`src/rtl/amoPkg.sv`:
```
package amoPkg;

  localparam logic [6:0] AMO_OPCODE  = 7'h2F;
  localparam logic [2:0] WORD_FUNCT3 = 3'h2;

  typedef enum logic [4:0] {
    OP_ADD  = 5'h00,
    OP_SWAP = 5'h01,
    OP_LR   = 5'h02,
    OP_SC   = 5'h03,
    OP_XOR  = 5'h04,
    OP_OR   = 5'h08,
    OP_AND  = 5'h0C,
    OP_MIN  = 5'h10,
    OP_MAX  = 5'h14,
    OP_MINU = 5'h18,
    OP_MAXU = 5'h1C
  } amoOp_e;

  typedef enum logic [1:0] {
    ST_IDLE,
    ST_READ,
    ST_WRITE,
    ST_RESP
  } amoState_e;

  // Strobes from control to datapath
  typedef struct packed {
    logic loadOps;    // latch address and data operand
    logic captureOld; // latch read data
    logic scPass;     // store-conditional outcome: success
    logic scFail;     // store-conditional outcome: failure
    logic setResv;    // record reservation on latched address
    logic clearResv;  // drop reservation
  } amoStrobe_t;

endpackage

```
`src/rtl/amoCtrl.sv`:
```
module amoCtrl
  import amoPkg::*;
#(
  parameter int REG_IDX_W = 5
) (
  input  logic                 clk,
  input  logic                 rstN,
  input  logic                 reqValid,
  input  logic [6:0]           reqOpcode,
  input  logic [2:0]           reqFunct3,
  input  logic [6:0]           reqFunct7,
  input  logic [REG_IDX_W-1:0] reqRd,
  input  logic                 addrMisaligned,
  input  logic                 resvHit,
  input  logic                 memAck,
  output logic                 busy,
  output logic                 memReq,
  output logic                 memWe,
  output amoOp_e               opQ,
  output amoStrobe_t           strobe,
  output logic                 wbValid,
  output logic [REG_IDX_W-1:0] wbRd,
  output logic                 illegalInstr,
  output logic                 misalignedFault
);

  amoState_e stateQ, stateD;
  logic [REG_IDX_W-1:0] rdQ;
  logic [4:0] funct5;
  logic legalF5, accept, badInstr, badAddr, start, isSc;
  logic unusedOrderBits;

  assign funct5          = reqFunct7[6:2];
  assign unusedOrderBits = ^reqFunct7[1:0];

  always_comb begin
    case (funct5)
      OP_ADD, OP_SWAP, OP_LR, OP_SC, OP_XOR, OP_OR, OP_AND,
      OP_MIN, OP_MAX, OP_MINU, OP_MAXU: legalF5 = 1'b1;
      default:                          legalF5 = 1'b0;
    endcase
  end

  assign accept   = (stateQ == ST_IDLE) && reqValid && (reqOpcode == AMO_OPCODE);
  assign badInstr = accept && ((reqFunct3 != WORD_FUNCT3) || !legalF5);
  assign badAddr  = accept && !badInstr && addrMisaligned;
  assign start    = accept && !badInstr && !badAddr;
  assign isSc     = (funct5 == OP_SC);

  always_comb begin
    strobe = '0;
    stateD = stateQ;
    case (stateQ)
      ST_IDLE: begin
        strobe.loadOps = start;
        if (start) begin
          if (isSc) begin
            strobe.scPass    = resvHit;
            strobe.scFail    = !resvHit;
            strobe.clearResv = 1'b1;
            stateD           = resvHit ? ST_WRITE : ST_RESP;
          end else begin
            stateD = ST_READ;
          end
        end
      end
      ST_READ: begin
        if (memAck) begin
          strobe.captureOld = 1'b1;
          strobe.setResv    = (opQ == OP_LR);
          stateD            = (opQ == OP_LR) ? ST_RESP : ST_WRITE;
        end
      end
      ST_WRITE: if (memAck) stateD = ST_RESP;
      ST_RESP:  stateD = ST_IDLE;
      default:  stateD = ST_IDLE;
    endcase
  end

  always_ff @(posedge clk or negedge rstN) begin
    if (!rstN) begin
      stateQ          <= ST_IDLE;
      opQ             <= OP_ADD;
      rdQ             <= '0;
      illegalInstr    <= 1'b0;
      misalignedFault <= 1'b0;
    end else begin
      stateQ          <= stateD;
      illegalInstr    <= badInstr;
      misalignedFault <= badAddr;
      if (start) begin
        opQ <= amoOp_e'(funct5);
        rdQ <= reqRd;
      end
    end
  end

  assign busy    = (stateQ != ST_IDLE);
  assign memReq  = (stateQ == ST_READ) || (stateQ == ST_WRITE);
  assign memWe   = (stateQ == ST_WRITE);
  assign wbValid = (stateQ == ST_RESP) && (rdQ != '0);
  assign wbRd    = rdQ;

endmodule

```
`src/rtl/amoDatapath.sv`:
```
module amoDatapath
  import amoPkg::*;
#(
  parameter int DATA_W = 32,
  parameter int ADDR_W = 32
) (
  input  logic              clk,
  input  logic              rstN,
  input  logic [ADDR_W-1:0] rs1Val,
  input  logic [DATA_W-1:0] rs2Val,
  input  logic [DATA_W-1:0] memRdata,
  input  amoOp_e            opQ,
  input  amoStrobe_t        strobe,
  output logic [ADDR_W-1:0] memAddr,
  output logic [DATA_W-1:0] memWdata,
  output logic [DATA_W-1:0] wbData,
  output logic              addrMisaligned,
  output logic              resvHit
);

  localparam int BYTE_OFF = $clog2(DATA_W / 8);
  localparam int WORD_W   = ADDR_W - BYTE_OFF;

  logic [ADDR_W-1:0] addrQ;
  logic [DATA_W-1:0] rs2Q, oldQ;
  logic              scFailQ;
  logic              resvValidQ;
  logic [WORD_W-1:0] resvWordQ;
  logic              signedLess, unsignedLess;

  assign addrMisaligned = |rs1Val[BYTE_OFF-1:0];
  assign resvHit        = resvValidQ && (resvWordQ == rs1Val[ADDR_W-1:BYTE_OFF]);

  always_ff @(posedge clk or negedge rstN) begin
    if (!rstN) begin
      addrQ      <= '0;
      rs2Q       <= '0;
      oldQ       <= '0;
      scFailQ    <= 1'b0;
      resvValidQ <= 1'b0;
      resvWordQ  <= '0;
    end else begin
      if (strobe.loadOps) begin
        addrQ <= rs1Val;
        rs2Q  <= rs2Val;
      end
      if (strobe.captureOld) oldQ    <= memRdata;
      if (strobe.scPass)     scFailQ <= 1'b0;
      if (strobe.scFail)     scFailQ <= 1'b1;
      if (strobe.clearResv)  resvValidQ <= 1'b0;
      else if (strobe.setResv) begin
        resvValidQ <= 1'b1;
        resvWordQ  <= addrQ[ADDR_W-1:BYTE_OFF];
      end
    end
  end

  assign signedLess   = $signed(oldQ) < $signed(rs2Q);
  assign unsignedLess = oldQ < rs2Q;

  always_comb begin
    case (opQ)
      OP_ADD:  memWdata = oldQ + rs2Q;
      OP_XOR:  memWdata = oldQ ^ rs2Q;
      OP_OR:   memWdata = oldQ | rs2Q;
      OP_AND:  memWdata = oldQ & rs2Q;
      OP_MIN:  memWdata = signedLess ? oldQ : rs2Q;
      OP_MAX:  memWdata = signedLess ? rs2Q : oldQ;
      OP_MINU: memWdata = unsignedLess ? oldQ : rs2Q;
      OP_MAXU: memWdata = unsignedLess ? rs2Q : oldQ;
      default: memWdata = rs2Q; // swap and store-conditional
    endcase
  end

  assign memAddr = addrQ;
  assign wbData  = (opQ == OP_SC) ? {{(DATA_W-1){1'b0}}, scFailQ} : oldQ;

endmodule

```
`src/rtl/amoUnit.sv`:
```
module amoUnit
  import amoPkg::*;
#(
  parameter int DATA_W    = 32,
  parameter int ADDR_W    = 32,
  parameter int REG_IDX_W = 5
) (
  input  logic                 clk,
  input  logic                 rstN,
  input  logic                 reqValid,
  input  logic [6:0]           reqOpcode,
  input  logic [2:0]           reqFunct3,
  input  logic [6:0]           reqFunct7,
  input  logic [REG_IDX_W-1:0] reqRd,
  input  logic [ADDR_W-1:0]    rs1Val,
  input  logic [DATA_W-1:0]    rs2Val,
  output logic                 busy,
  output logic                 memReq,
  output logic                 memWe,
  output logic [ADDR_W-1:0]    memAddr,
  output logic [DATA_W-1:0]    memWdata,
  input  logic                 memAck,
  input  logic [DATA_W-1:0]    memRdata,
  output logic                 wbValid,
  output logic [REG_IDX_W-1:0] wbRd,
  output logic [DATA_W-1:0]    wbData,
  output logic                 illegalInstr,
  output logic                 misalignedFault
);

  amoOp_e     opQ;
  amoStrobe_t strobe;
  logic       addrMisaligned, resvHit;

  amoCtrl #(.REG_IDX_W(REG_IDX_W)) ctrl_i (
    .clk(clk), .rstN(rstN), .reqValid(reqValid), .reqOpcode(reqOpcode),
    .reqFunct3(reqFunct3), .reqFunct7(reqFunct7), .reqRd(reqRd),
    .addrMisaligned(addrMisaligned), .resvHit(resvHit), .memAck(memAck),
    .busy(busy), .memReq(memReq), .memWe(memWe), .opQ(opQ), .strobe(strobe),
    .wbValid(wbValid), .wbRd(wbRd), .illegalInstr(illegalInstr),
    .misalignedFault(misalignedFault)
  );

  amoDatapath #(.DATA_W(DATA_W), .ADDR_W(ADDR_W)) dp_i (
    .clk(clk), .rstN(rstN), .rs1Val(rs1Val), .rs2Val(rs2Val),
    .memRdata(memRdata), .opQ(opQ), .strobe(strobe), .memAddr(memAddr),
    .memWdata(memWdata), .wbData(wbData), .addrMisaligned(addrMisaligned),
    .resvHit(resvHit)
  );

endmodule

```
`config.mk`:
```
export PLATFORM = sky130hd
export DESIGN_NAME = amoUnit
export DESIGN_NICKNAME = d
export VERILOG_FILES = /design/src/rtl/amoPkg.sv /design/src/rtl/amoCtrl.sv /design/src/rtl/amoDatapath.sv /design/src/rtl/amoUnit.sv
export SDC_FILE = /design/constraint.sdc
export NUM_CORES = 1
export LEC_CHECK = 0
export BUFFER_PORTS_ARGS = -buffer_cell sky130_fd_sc_hd__buf_4
export CAP_MARGIN = 15
export CORE_ASPECT_RATIO = 0.5
export CORE_MARGIN = 2
export CORE_UTILIZATION = 35
export DETAILED_ROUTE_END_ITERATION = 7
export SLEW_MARGIN = 20
export SYNTH_ARGS = -nofsm -noshare
export SYNTH_HDL_FRONTEND = slang
export SYNTH_SLANG_ARGS = --single-unit
```
`constraint.sdc`:
```
create_clock -name clk -period 11.3 [get_ports clk]
set_input_delay 2.26 -clock clk [delete_from_list [all_inputs] [get_ports clk]]
set_output_delay 2.26 -clock clk [all_outputs]
set_load 0.02 [all_outputs]
```
# Yosys cells after proc, flatten, opt, wreduce, memory -nomap -nowiden
# Memory sizes are Yosys's and may differ from the RTL's.
# Cells that the tools add are included.
[word_totals] word_cells=89 memories=1 out_inout_bits=107 ff_bits=142 mem_bits_ro=32
[memory_table] name="(no name shown)" words=32 word_bits=1 rd=1 rd_clocked_by_memory_dff=0 write_ports=0 line_no="amoCtrl.sv:37" rtl="case (funct5)"
[classes] n_reduce_logical=23 n_eq_ne=19 add_sub_neg=1 mux=28 n_lt_le_gt_ge=2 bitwise=4
[ops] op="case mux 32 bit (8 select lines)" n=1
[ops] op="2-to-1 mux 32 bit" n=5
[ops] op="< comparator 32 bit" n=2
[ops] op="adder 32 bit" n=1
[ops] op="bitwise AND 32 bit" n=1
[ops] op="bitwise OR 32 bit" n=1
[ops] op="bitwise XOR 32 bit" n=1
[ops] op="equality test 30 bit" n=1
[ops] op="equality test 5 bit, second input constant" n=4
[ops] op="equality test 5 x 2 -> 1 bit, second input constant" n=3
[ops] op="2-to-1 mux 1 bit" n=14
[ops] op="2-to-1 mux 2 bit" n=7
[ops] op="equality test 5 x 4 -> 1 bit, second input constant" n=2
[ops] op="logical AND 1 bit" n=8
[ops] op="case mux 2 bit (4 select lines)" n=1
[ops] op="equality test 7 x 6 -> 1 bit, second input constant" n=1
[ops] op="nonzero test 2 bit" n=3
[ops] op="equality test 5 x 3 -> 1 bit, second input constant" n=1
[ops] op="zero test 5 bit" n=1
[ops] op="nonzero test 5 bit" n=1
[ops] op="equality test 2 bit, second input constant" n=2
[ops] op="zero test 1 bit" n=4
[ops] op="!= test 2 x 1 -> 1 bit, second input constant" n=2
[ops] op="!= test 3 x 2 -> 1 bit, second input constant" n=1
[ops] op="other kinds (8)" n=9

# Logic depth before layout (Yosys ltp)
# Gate-level depths: netlist of run 1.
[logic_depth] word_depth=13 ltp_mapped=15 ltp_nobuf=12

# Modules after synthesis
# From an unflattened synthesis of run 1, not the netlist that was laid out.
[unflattened] hier_cells=1205 area_unflattened_um2=10742.8
[by_module_without_submodules] module="amoDatapath" n_inst=1 area_each_um2=9914.5 cells_each=1143
[by_module_without_submodules] module="amoCtrl" n_inst=1 area_each_um2=828.3 cells_each=62

# Worst setup path before layout of run 1
# OpenSTA, ideal clock, no wires.
[synth_timing] path_kind="reg2out" startpoint="register dp_i.oldQ[10]" endpoint="output port memWdata[0]" t_arrival_ns=3.307 slack_ns=5.733 stages_incl_launch_ff=11 required_time_ns=9.040 n_path_buf=0 path_cell_list="dfrtp_1 > inv_1 > ha_1 > or4_4 > a211oi_2 > o31ai_1 > a211oi_2 > o21ai_2 > mux2i_4 > a221o_1 > a221oi_1"
[synth_via] elab_chain_len=3
[synth_lines] element="start: declaration" line_no="amoDatapath.sv:25" rtl="logic [DATA_W-1:0] rs2Q, oldQ;"
[synth_lines] element="start signal: assignment" line_no="amoDatapath.sv:47" rtl="if (strobe.captureOld) oldQ <= memRdata;"
[synth_lines] element="< comparator 32 bit, on equally long branches" line_no="amoDatapath.sv:59, amoDatapath.sv:58"
[synth_lines] element="2-to-1 mux 32 bit, on equally long branches"
[synth_lines] element="case mux 32 bit (8 select lines) *" line_no="amoDatapath.sv:62" rtl="case (opQ)"
[synth_lines] element="end: declaration" line_no="amoUnit.sv:21" rtl="output logic [DATA_W-1:0] memWdata,"
# Every way passes the cells marked *; elsewhere a longest branch is shown, timed or not.

# Worst setup path after layout of run 1
[layout_timing] startpoint="register dp_i.oldQ[1]" endpoint="output port memWdata[13]"
# The elaborated chain is that of the path after synthesis.

==> results of run 1 <==
critical path, cell delays in order, from the launching register on:
cell and delay [ns]:
dfrtp_1 0.48, inv_1 0.15, ha_1 0.34, nor2_1 0.06, o21ai_0 0.35, a211oi_2 0.16
o31ai_1 0.44, a211oi_2 0.23, o21ai_2 0.58, mux2i_4 0.65, nand2_8 0.23, a221oi_1 0.38
a21oi_1 0.10, buf_4 0.19
metal layers:
metal | wire [um] | global-route usage (%) | up-vias
met5 | 0 | 0 | -
met4 | 916 | 8.11 | 0
met3 | 2150 | 4.87 | 55
met2 | 17500 | 38.0 | 323
met1 | 17000 | 30.5 | 5067
li1 | - | - | 4861
per-stage QoR:
stage	total power (W)	hold slack [ns]	instances	utilization [%]	setup slack, ns
2_1_floorplan	0.00147	0.449	1275	-	5.73
3_3_place_gp	0.00183	0.474	1837	42.2	4.79
3_5_place_dp	0.00185	0.484	1837	42.2	4.77
4_1_cts	0.00244	0.506	1869	44.1	4.30
5_1_grt	0.00261	0.527	1870	44.2	3.97
6_report	0.00244	0.500	1870	44.2	4.24
cell families (layout without fill, tap and decap cells):
kind of cell | count (synthesis) | count (layout)
and+or+nand+nor | 409 | 409
AOI/OAI and AO/OA | 343 | 343
buffers and inverters | 160 | 356
DFF | 142 | 142
adders and majority gates | 102 | 102
muxes | 70 | 70
xor gates and xnor gates | 49 | 49
cells in the final DEF, fill, tap and decap left out, types with 17 or more instances in the layout:
| cell | n |
|---|---|
| buf_4 | 239 |
| nand2_1 | 228 |
| dfrtp_1 | 142 |
| ha_1 | 101 |
| o21ai_0 | 89 |
| inv_1 | 82 |
| nor2_1 | 77 |
| a21oi_1 | 75 |
| mux2_2 | 64 |
| a31oi_1 | 32 |
| xnor2_1 | 32 |
| nand3_1 | 18 |
| nor3_1 | 17 |
| clkbuf_16 | 17 |
registers in the layout, summed over array words and instances, names as in the netlist:
| register | flops |
|---|---|
| dp_i.memAddr | 32 |
| dp_i.oldQ | 32 |
| dp_i.rs2Q | 32 |
| dp_i.resvWordQ | 30 |
| ctrl_i.opQ | 5 |
| ctrl_i.wbRd | 5 |
| ctrl_i.stateQ | 2 |
| ctrl_i.illegalInstr | 1 |
| ctrl_i.misalignedFault | 1 |
| dp_i.resvValidQ | 1 |
| dp_i.scFailQ | 1 |
path summary, 6_finish.rpt:
| kind | start | to | slack (ns) | cells past startpoint |
|---|---|---|---|---|
| min | dp_i.memAddr[24]$_DFFE_PN0P_ | dp_i.memAddr[24]$_DFFE_PN0P_ | 0.50 | 2 |
| max | dp_i.oldQ[1]$_DFFE_PN0P_ | memWdata[13] | 4.24 | 13 |
| max in group asynchronous | rstN | dp_i.rs2Q[20]$_DFFE_PN0P_ | 8.26 | 3 |
| max reg2reg | ctrl_i.stateQ[0]$_DFFE_PN0P_ | dp_i.resvWordQ[10]$_DFFE_PN0P_ | 7.06 | 10 |
| min reg2reg | dp_i.memAddr[24]$_DFFE_PN0P_ | dp_i.memAddr[24]$_DFFE_PN0P_ | 0.50 | 2 |
| min in group asynchronous | rstN | dp_i.memAddr[5]$_DFFE_PN0P_ | 1.80 | 1 |
final cells by class:
cell class	instances	area, sq um	area share (%)
clock buffer	17	425	3.17
clock inverter	15	166	1.24
inverter	83	313	2.33
multi-input combinational	973	6630	49.4
sequential	142	3550	26.5
tap	399	499	3.72
timing repair buffer	241	1830	13.6
power groups by stage:
stage               clock network (W)  registers [W]  logic [W]
global placement                    0       0.000676    0.00115
finish                       0.000584       0.000673    0.00119
detailed placement                  0       0.000682    0.00117
CTS                          0.000598       0.000672    0.00117
global route                 0.000621       0.000686    0.00130
floorplan                           0       0.000647   0.000826
==> metrics.txt, run 1 <==
Comb pwr share 48.6%; Mapped Area 10800 sq um; Final Hold Fails 0; 1st-iter DRT viols 881; adder-cell share of the synthesized area 11.9%; final WL 37500 um; main combinational cell family by area after synthesis compound AO/OA/AOI/OAI gates; post-DP HPWL 26700 um; Yosys reg bits 142; Vias 10300; Slew Limit Fails 0; post-synthesis cell type count 82; Yosys warnings 0; Die Span Y 128 um; max-cap violation count 0; Syn Area/Cell 8.46 sq um; WS Path Type flop to primary output; Max VDD drop 112 uV; count leader, synth nand2_1; area leader, netlist dfrtp_1; Clock power frac 23.9%; vias in the first global route 10600; WP data required 9.04 ns; Detail Route Antenna Nets 0; cells after synthesis 1275; Root Buffer clkbuf_16; CTS clk-pin slew, worst paths 0.07 ns; Resized cells post-CTS 0; post-synthesis compound-gate area fraction 21.0%; XOR/XNOR Fraction of Synth Area 4.18%; Max FO, Critical Path 19; DR pass1 iterations 5; setup tns final 0 ns; # clock sinks 142; Worst Tran Pin Value 1.11 ns; Clock Skew 0.0105 ns; # DRC 0; cell internal pwr 0.00137 W; area share of the largest cell type after synthesis 33.0%; vias per inst 5.51; post-CTS setup repair buffer count 0; fmax 142 MHz; Synth area leaders dfrtp_1, ha_1, nand2_1; fin nets 1682; CTS Buf Count 17; FP Rows 45; antenna fix cells 0; sequential share of power 27.5%; initial core utilization 35.5%; Synth top cells by count nand2_1, dfrtp_1, ha_1; Leak Pwr 6.40 nW; first-pass GRT wire length 58300 um; cell area after layout 13400 sq um; Post-synth EDFFs 0; die width 252 um; Synth async-reset ratio 100%; pin count of the biggest net entering global routing 76; All-Layer GR Usage 23.2%; worst min path class flop to flop; Final min period 7.06 ns; initial antenna violation count 0; Final Setup Violations 0; fill cell count 3034; Cell Pwr Density 182 nW/um^2; Top-Level Pins 229; GP Congestion 0.886; maximum clock insertion buffer count 2; worst skew pair latency 0.45 ns; proportion of synthesized area in mux cells 7.36%; WL per Instance 20.1 um; CORE AREA 30300 sq um; Worst Setup End Kind primary output; CTS tree yes; post-synthesis sequential area ratio 33.0%; RSZ-0062 raised after global routing false; Crit path arrival time 4.80 ns; Rel. slew slack 25.8%; depth of the CTS H-tree 4; status complete, no violations; startpoint type of the worst setup path flop; CTS Hold Bufs 0; share of layout cells above drive strength 1 24.8%; Top FF cell, synth dfrtp_1; period utilization 62.5%; Area growth, synth to finish 24.4%; IO Port Bufs 226; sw frac 44.0%; Simple-Gate Fraction of Synth Area 16.7%; Post-Syn Nets 1499; die area 32300 sq um; grt total ovfl 0; Net Switching 0.00108 W; cell area after placement 12800 sq um
(Power assumes the default switching activity.)
==> inputs of run 2 (changes only) <==
--- a/config.mk
+++ b/config.mk
@@ -5,6 +5,7 @@
 export SDC_FILE = /design/constraint.sdc
 export NUM_CORES = 1
 export LEC_CHECK = 0
+export ABC_AREA = 1
 export BUFFER_PORTS_ARGS = -buffer_cell sky130_fd_sc_hd__buf_4
 export CAP_MARGIN = 15
 export CORE_ASPECT_RATIO = 0.5
==> constraint.sdc (replaced) <==
create_clock -name clk -period 7.1 [get_ports clk]
set_input_delay 1.42 -clock clk [delete_from_list [all_inputs] [get_ports clk]]
set_output_delay 1.42 -clock clk [all_outputs]
set_load 0.02 [all_outputs]
==> metrics.txt, run 2 <==
worst skew pair latency 0.47 ns; Worst R2R End dp_i.rs2Q[7]$_DFFE_PN0P_; # DRC 0; Final Hold Fails 0; 1st-iter DRT viols 1280; share of layout cells above drive strength 1 13.2%; vias in the first global route 13100; R2R Path Start ctrl_i.stateQ[0]$_DFFE_PN0P_; Worst R2R Setup Slack 4.13 ns; IO Port Bufs 226; Max FO, Critical Path 21; Syn Area/Cell 6.21 sq um; Post-synth EDFFs 0; GP Congestion 0.985; Detail Route Antenna Nets 0; area leader, netlist dfrtp_1; Rel. slew slack 24.3%; WP data required 5.68 ns; grt total ovfl 0; DR WL met2 20300 um; Post-Syn Nets 2295; number of cells on the worst reg-to-reg path 12; # clock sinks 142; hold_sp dp_i.memAddr[0]$_DFFE_PN0P_; Synth async-reset ratio 100%; Area growth, synth to finish 21.1%; Clock Skew 0.0123 ns; Crit path arrival time 4.34 ns; Vias 14000; Yosys warnings 0; post-synthesis sequential area ratio 27.6%; final WL 46300 um; Worst Setup End Kind primary output; cell area after layout 15600 sq um; Final min period 5.76 ns; post-synthesis cell type count 44; initial core utilization 35.7%; Top-Level Pins 229; Hold Path End dp_i.memAddr[0]$_DFFE_PN0P_; CTS Hold Bufs 0; cell area after placement 15000 sq um; vias per inst 5.11; startpoint type of the worst setup path flop; Cell Pwr Density 250 nW/um^2; placed cell count 2710; commonest non-fill, non-tap cells in the layout nand2_1, nor2_1, inv_1; CTS clk-pin slew, worst paths 0.07 ns; Met3 Wirelength 3630 um; WS Path Type flop to primary output; post-DP HPWL 33400 um; die width 275 um; Mapped Area 12900 sq um; initial antenna violation count 3; Power Total 0.00390 W; worst min path class flop to flop; fin nets 2470; M1 wire length 21700 um; CTS tree yes; hold-critical path depth 2; Root Buffer clkbuf_16; Yosys reg bits 142; first-pass GRT wire length 73000 um; CORE AREA 36000 sq um; Synth top cells by count nand2_1, nor2_1, inv_1; Max Used Layer met5; Synth area leaders dfrtp_1, nand2_1, ha_1; fmax 173 MHz; Non-Filler Instances 2744; Leak Pwr 7.86 nW; Top FF cell, synth dfrtp_1; die area 38400 sq um; pin count of the biggest net entering global routing 82; count leader, synth nand2_1; status complete, no violations; RSZ-0062 raised after global routing false; area share of the largest cell type after synthesis 27.6%; cells after synthesis 2071; Die Span Y 140 um; FP Rows 49; Max VDD drop 125 uV; maximum clock insertion buffer count 2; Worst Tran Pin Value 1.13 ns; WL per Instance 16.9 um; depth of the CTS H-tree 4; Resized cells post-CTS 0; All-Layer GR Usage 24.1%; most common cell after layout, fill and taps aside nand2_1; period utilization 81.2%; Slew Limit Fails 0; CTS Buf Count 17; max-cap violation count 0; setup tns final 0 ns; post-CTS setup repair buffer count 0; Final Setup Violations 0; DR pass1 iterations 7
-- run 2: changes by cell type after synthesis, sizes merged, moves of 9 or more --
cell / previous run / this run
a21o: 13 / 2
a21oi: 75 / 110
a221o: 9 / 0
a31oi: 32 / 2
buf: 22 / 37
inv: 82 / 255
mux2: 64 / 0
nand2: 229 / 594
nand3: 19 / 231
nand4: 14 / 32
nor2: 81 / 264
o21ai: 93 / 133
o31ai: 9 / 0
xnor2: 33 / 5
-- run 2: power by group --
part	switching [W]	internal, W	total, W
Sequential	0.000142	0.000897	0.00104
Clock	0.000470	0.000475	0.000946
Combinational	0.00130	0.000615	0.00191
-- run 2: cell families (layout without fill, tap and decap cells) --
logic type	count (synthesis)	count (layout)	synth area share (%)
compound gates	307	307	13.4
xor+xnor	15	15	1.02
fa+ha+maj	102	102	9.98
buf+inv	351	539	10.7
flops	142	142	27.6
other cells	0	1	0
simple gates	1154	1154	37.3
-- run 2: worst max-delay path by stage --
stage,startpoint,end,slack (ns),cells after the start
after floorplan,dp_i.oldQ[19]$_DFFE_PN0P_,memWdata[1],3.23,19
after global routing,dp_i.oldQ[23]$_DFFE_PN0P_,memWdata[18],1.06,16
after CTS,ctrl_i.opQ[0]$_DFFE_PN0P_,memWdata[8],1.45,12
after detailed placement,ctrl_i.opQ[0]$_DFFE_PN0P_,memWdata[15],1.95,12
after global placement,ctrl_i.opQ[0]$_DFFE_PN0P_,memWdata[8],1.97,12
final,ctrl_i.opQ[0]$_DFFE_PN0P_,memWdata[8],1.34,12
-- run 2: stage by stage --
step           utilization [%]  hold slack, ns  setup WS, ns
2_1_floorplan                -           0.450          3.23
3_3_place_gp              41.5           0.474          1.97
3_5_place_dp              41.5           0.490          1.95
4_1_cts                   43.2           0.501          1.45
5_1_grt                   43.2           0.529          1.06
6_report                  43.2           0.500          1.34
-- run 2: area by class of cell --
cell class	instances	area [sq um]
fillers	3957	20500
multi-input cells	1578	7960
flip-flops and latches	142	3550
repair buffers	250	1900
inverters	257	966
well taps	484	606
clock buffers	17	425
clock inverters	15	170
diodes	1	2.50
-- run 2: critical path, cell delays in order, from the launching register on --
cell and delay [ns]:
dfrtp_1 0.41, nor2_2 0.75, nand3_1 0.82, inv_1 1.03
a221oi_1 0.18, o21ai_0 0.15, inv_1 0.07, nand2_1 0.07
nor2_1 0.04, nand2_1 0.05, nor2_1 0.04, nor2_1 0.09
buf_4 0.15
-- run 2: metal layers --
layer / vias to the layer above / GRT usage, %
met5: - / 0
li1: 7027 / -
met3: 53 / 5.94
met1: 6497 / 34.2
met2: 440 / 36.8
met4: 4 / 5.49
